### config.mk
export PLATFORM = sky130hd
export DESIGN_NAME = int_recog
export DESIGN_NICKNAME = d
export VERILOG_FILES = /design/src/rtl/int_recog.sv
export SDC_FILE = /design/constraint.sdc
export NUM_CORES = 1
export LEC_CHECK = 0
export CAP_MARGIN = 20
export CELL_PAD_IN_SITES_DETAIL_PLACEMENT = 0
export CELL_PAD_IN_SITES_GLOBAL_PLACEMENT = 2
export CORE_ASPECT_RATIO = 1.75
export CORE_MARGIN = 2
export CORE_UTILIZATION = 33
export DETAILED_ROUTE_END_ITERATION = 8
export DONT_BUFFER_PORTS = 1
export PLACE_DENSITY = 0.67
export SLEW_MARGIN = 30
export SYNTH_ARGS = -nofsm -noshare
export SYNTH_HDL_FRONTEND = slang
export SYNTH_SLANG_ARGS = --single-unit
### constraint.sdc
create_clock -name clk -period 1.3 [get_ports clk]
set_input_delay 0.26 -clock clk [delete_from_list [all_inputs] [get_ports clk]]
set_output_delay 0.26 -clock clk [all_outputs]
set_load 0.02 [all_outputs]
### src/rtl/int_recog.sv
module int_recog #(
  parameter int HOLD    = 8,
  parameter int VW      = 8,
  parameter int NMI_VEC = 2
) (
  input  logic          clk,
  input  logic          rst_n,
  input  logic          mreq_async,
  input  logic          nmi_req,
  input  logic          ie,
  input  logic          real_mode,
  input  logic          gate_clr_ie,
  input  logic          insn_bnd,
  input  logic          rep_bnd,
  input  logic          iret,
  input  logic          ack_done,
  input  logic [VW-1:0] ack_data,
  output logic          take,
  output logic          take_nmi,
  output logic          ie_clr,
  output logic          ack_cyc,
  output logic          ack_second,
  output logic          vec_valid,
  output logic [VW-1:0] vec
);
  localparam int CW = $clog2(HOLD + 1);

  typedef enum logic [1:0] {IDLE, ACK1, ACK2} ack_t;
  ack_t st;

  logic          s1, s2, nmi_d, nmi_pend, nmi_act;
  logic [CW-1:0] cnt;

  wire bnd    = insn_bnd | rep_bnd;
  wire busy   = st != IDLE;
  wire go_nmi = bnd & nmi_pend & ~nmi_act & ~busy;
  wire go_int = bnd & ~go_nmi & ~busy & ie & (cnt >= CW'(HOLD));
  wire got_v  = (st == ACK2) & ack_done;

  assign ack_cyc    = busy;
  assign ack_second = st == ACK2;

  always_ff @(posedge clk or negedge rst_n)
    if (!rst_n) begin
      s1 <= 1'b0; s2 <= 1'b0; cnt <= '0;
    end else begin
      s1 <= mreq_async;
      s2 <= s1;
      if (!s2) cnt <= '0;
      else if (cnt < CW'(HOLD)) cnt <= cnt + 1'b1;
    end

  always_ff @(posedge clk or negedge rst_n)
    if (!rst_n) begin
      nmi_d <= 1'b0; nmi_pend <= 1'b0; nmi_act <= 1'b0;
    end else begin
      nmi_d    <= nmi_req;
      nmi_pend <= (nmi_pend & ~go_nmi) | (nmi_req & ~nmi_d);
      if (go_nmi) nmi_act <= 1'b1;
      else if (iret) nmi_act <= 1'b0;
    end

  always_ff @(posedge clk or negedge rst_n)
    if (!rst_n) st <= IDLE;
    else case (st)
      IDLE:    if (go_int) st <= ACK1;
      ACK1:    if (ack_done) st <= ACK2;
      ACK2:    if (ack_done) st <= IDLE;
      default: st <= IDLE;
    endcase

  always_ff @(posedge clk or negedge rst_n)
    if (!rst_n) begin
      take <= 1'b0; take_nmi <= 1'b0; ie_clr <= 1'b0;
      vec_valid <= 1'b0; vec <= '0;
    end else begin
      take      <= go_nmi | go_int;
      take_nmi  <= go_nmi;
      ie_clr    <= go_nmi & (real_mode | gate_clr_ie);
      vec_valid <= go_nmi | got_v;
      if (go_nmi) vec <= VW'(NMI_VEC);
      else if (got_v) vec <= ack_data;
    end
endmodule

==> metrics.csv <==
stage,metric,value,unit
die,initial_core_util,34.5,%
layout,antenna_cells,0,
place,gp_congestion,0.665,
power_and_ir_drop,power.total,0.00162,W
die,core,2660,um2
worst_setup_path,path_delay_family,simple AND/OR/NAND/NOR gates,
die,top_level_ports,33,
power_and_ir_drop,peakVddDrop,0.740,mV
clocking,clkSinkCount,23,
global_route,grt_pass1_wl,2.73,mm
clocking,clkTransAtPathRegs,80,ps
global_route,grt_use_total,11.4,%
timing,setup_ws,-49.4,ps
global_route,grt_max_degree,24,
worst_setup_path,worst_setup_path_start_kind,register,
worst_setup_path,cp.required,1450,ps
global_route,grt_pass1_vias,607,
timing,skew,5.10,ps
worst_setup_path,slowest_stage,or3_4,
worst_setup_path,slowest_delay,410,ps
clocking,clk_path_buf_depth,2,
global_route,antenna_found_initial,0,
timing,worst_pin_slew,515,ps
die,die-area,3230,um2
layout,seqCellArea,576,um2
synth,syn_nets,96,
status,status,"finished, violations left",
drt,routed_wl,1.63,mm
die,fp.dieH,73.7,um
drt,dr.pass1.iters,3,
clocking,cts_tree,done,
timing,grt_setup_unrepaired,true,
timing,slew-limit-headroom,65.7,%
clocking,cts-root-buf,clkbuf_8,
worst_setup_path,path_max_fanout,6,
flow_run,max_cap_viol_count,0,
drt,vias_per_cell,4.97,
global_route,overflow,0,
place,dp_slack,-108,ps
worst_setup_path,critPathKind,reg -> reg,
timing,holdWs,18.2,ps
place,hpwlAfterDp,1.18,mm
worst_setup_path,worstPathArrival,1500,ps
power_and_ir_drop,p_leak,0.561,nW
layout,drive_gt1_share,20.0,%
synth,ys_seq_area_share,62.8,%
drt,drcViolationCount,0,
synth,syn_area,917,um2
timing,finalMaxSlewViolations,0,
worst_setup_path,reg2reg_slack,-50,ps
drt,dr.first_iter.drc_count,13,
synth,synth_top_area_share,62.8,%
layout,nets,107,
drt,dr_total_vias,557,
synth,yosys_warnings,0,
clocking,h-tree-depth,1,
worst_setup_path,cp-end-kind,register,
layout,final_util,40.2,%
die,dieWidth,43.9,um
die,rows,25,
layout,fillCellCount,255,
synth,synth-seq-cells,23,
synth,avgSynthCellArea,12.2,um2
timing,finalHoldViolCount,0,
timing,fin_crit,1350,ps
layout,multiInputGateArea,329,um2
clocking,numCtsBuffers,3,
drt,wl_per_cell,14.6,um
timing,max_clock_freq,0.741,GHz
synth,yosysTopAreaCell,dfrtp_1,
clocking,clk_latency,260,ps
place,portBuffers,0,
clocking,cts_setup_buffers,0,
layout,finalNonFillerCells,112,
synth,synth_cells,75,
hold_path,min_path_type,in -> reg,
synth,ys_types,22,
timing,period_share,104,%
worst_setup_path,path_buf_inv,0,
worst_setup_path,cp_cell_sequence,or2_4 -> or3_4 -> a22o_1,
timing,setup_violations,7,
status,violations,setup timing,
drt,postRouteAntennaNets,0,
place,dp_cells,106,
synth,synth_area_leaders,"dfrtp_1 (63%), mux2i_1 (9.8%), nor2_1 (4.1%), ha_1 (2.7%), nor2b_1 (2.7%)",
layout,synthToLayoutAreaGrowth,16.5,%
power_and_ir_drop,p_per_area,1510,nW/um2
[cell families (layout without fill, tap and decap cells)]
family | after synthesis | in the layout | share of synthesized area (%)
flip-flops | 23 | 23 | 62.8
XOR/XNOR | 2 | 2 | 1.91
adder cells (fa/ha/maj) | 2 | 2 | 2.73
multiplexers | 10 | 10 | 11.1
AO/OA/AOI/OAI | 6 | 6 | 4.50
buffers and inverters | 7 | 17 | 3.27
AND/OR/NAND/NOR | 25 | 25 | 13.8
[repair_timing]
item                                    in CTS  in global routing
hold buffers                                 1                  1
hold endpoints to repair                    23                  3
resized for setup                            3                  2
pin swaps                                    0                  0
endpoints found under the setup margin      15                 13
[area by class of cell]
cell class	instances	share of cell area, %
multi-input combinational	45	30.8
sequential	23	53.9
tap	27	3.16
timing repair buffer	8	5.62
inverter	5	1.99
clock inverter	1	0.703
clock buffer	3	3.86
[registers in the layout (all words and copies together), names as in the netlist]
signal     count
take           1
take_nmi       1
vec_valid      1
cnt            4
vec            8
s1             1
st             2
s2             1
nmi_pend       1
nmi_act        1
nmi_d          1
ie_clr         1
[Yosys cell counts (all sizes together)]
cell and instances:
a2111o 1, a21oi 1, a22o 1, a31oi 1
and2 2, buf 2, clkinv 1, dfrtp 23
ha 2, inv 4, mux2 1, mux2i 9
nand2 3, nand2b 2, nand3b 1, nor2 10
nor2b 4, o21ai 2, or2 1, or2b 1
or3 1, xnor2 2
[power breakdown]
part           total, W  internal (W)  switching [W]  leakage (nW)
combinational  0.000241      0.000112       0.000129         0.241
clock          0.000442      0.000216       0.000226        0.0217
sequential     0.000933      0.000812       0.000121         0.298
[placed cells by master, fill, tap and decap left out]
cell and n:
a21oi_1 1, mux2_2 1, a2111o_1 1, a31oi_1 1, clkinvlp_4 1, dlygate4sd3_1 1
and2_1 2, ha_1 2, nor2_1 9, xnor2_1 2, a22o_1 1, nand2_1 3
mux2i_1 9, or2b_1 1, or2_4 1, inv_1 4, or3_4 1, nand2b_1 2
nor2b_1 3, nand3b_1 1, buf_2 1, buf_4 6, nor2_2 1, dfrtp_1 23
inv_4 1, o21ai_0 2, clkbuf_8 3, nor2b_4 1
[path summary, 6_finish.rpt]
check | from | endpoint | cells after the start
setup / recovery | st[1]$_DFFE_PN0P_ | nmi_pend$_DFF_PN0_ | 3
min in group asynchronous | rst_n | vec[7]$_DFFE_PN0P_ | 2
max in group asynchronous | rst_n | st[1]$_DFFE_PN0P_ | 2
hold / removal | mreq_async | s1$_DFF_PN0_ | 0
setup reg to reg | st[1]$_DFFE_PN0P_ | nmi_pend$_DFF_PN0_ | 3
hold reg to reg | s1$_DFF_PN0_ | s2$_DFF_PN0_ | 0
[through the flow]
step	setup TNS [ps]	area (um2)
6_report	-85.4	1070
5_1_grt	-920	1070
3_5_place_dp	-1040	988
3_3_place_gp	-563	988
2_1_floorplan	-996	926
4_1_cts	-1230	1060
[layer usage]
metal  wire length, um  GRT usage [%]
met5                 0              0
met1               660           12.6
met3               126           4.42
met4                19           5.05
met2               825           19.0
Power figures use the tool's default switching activity.
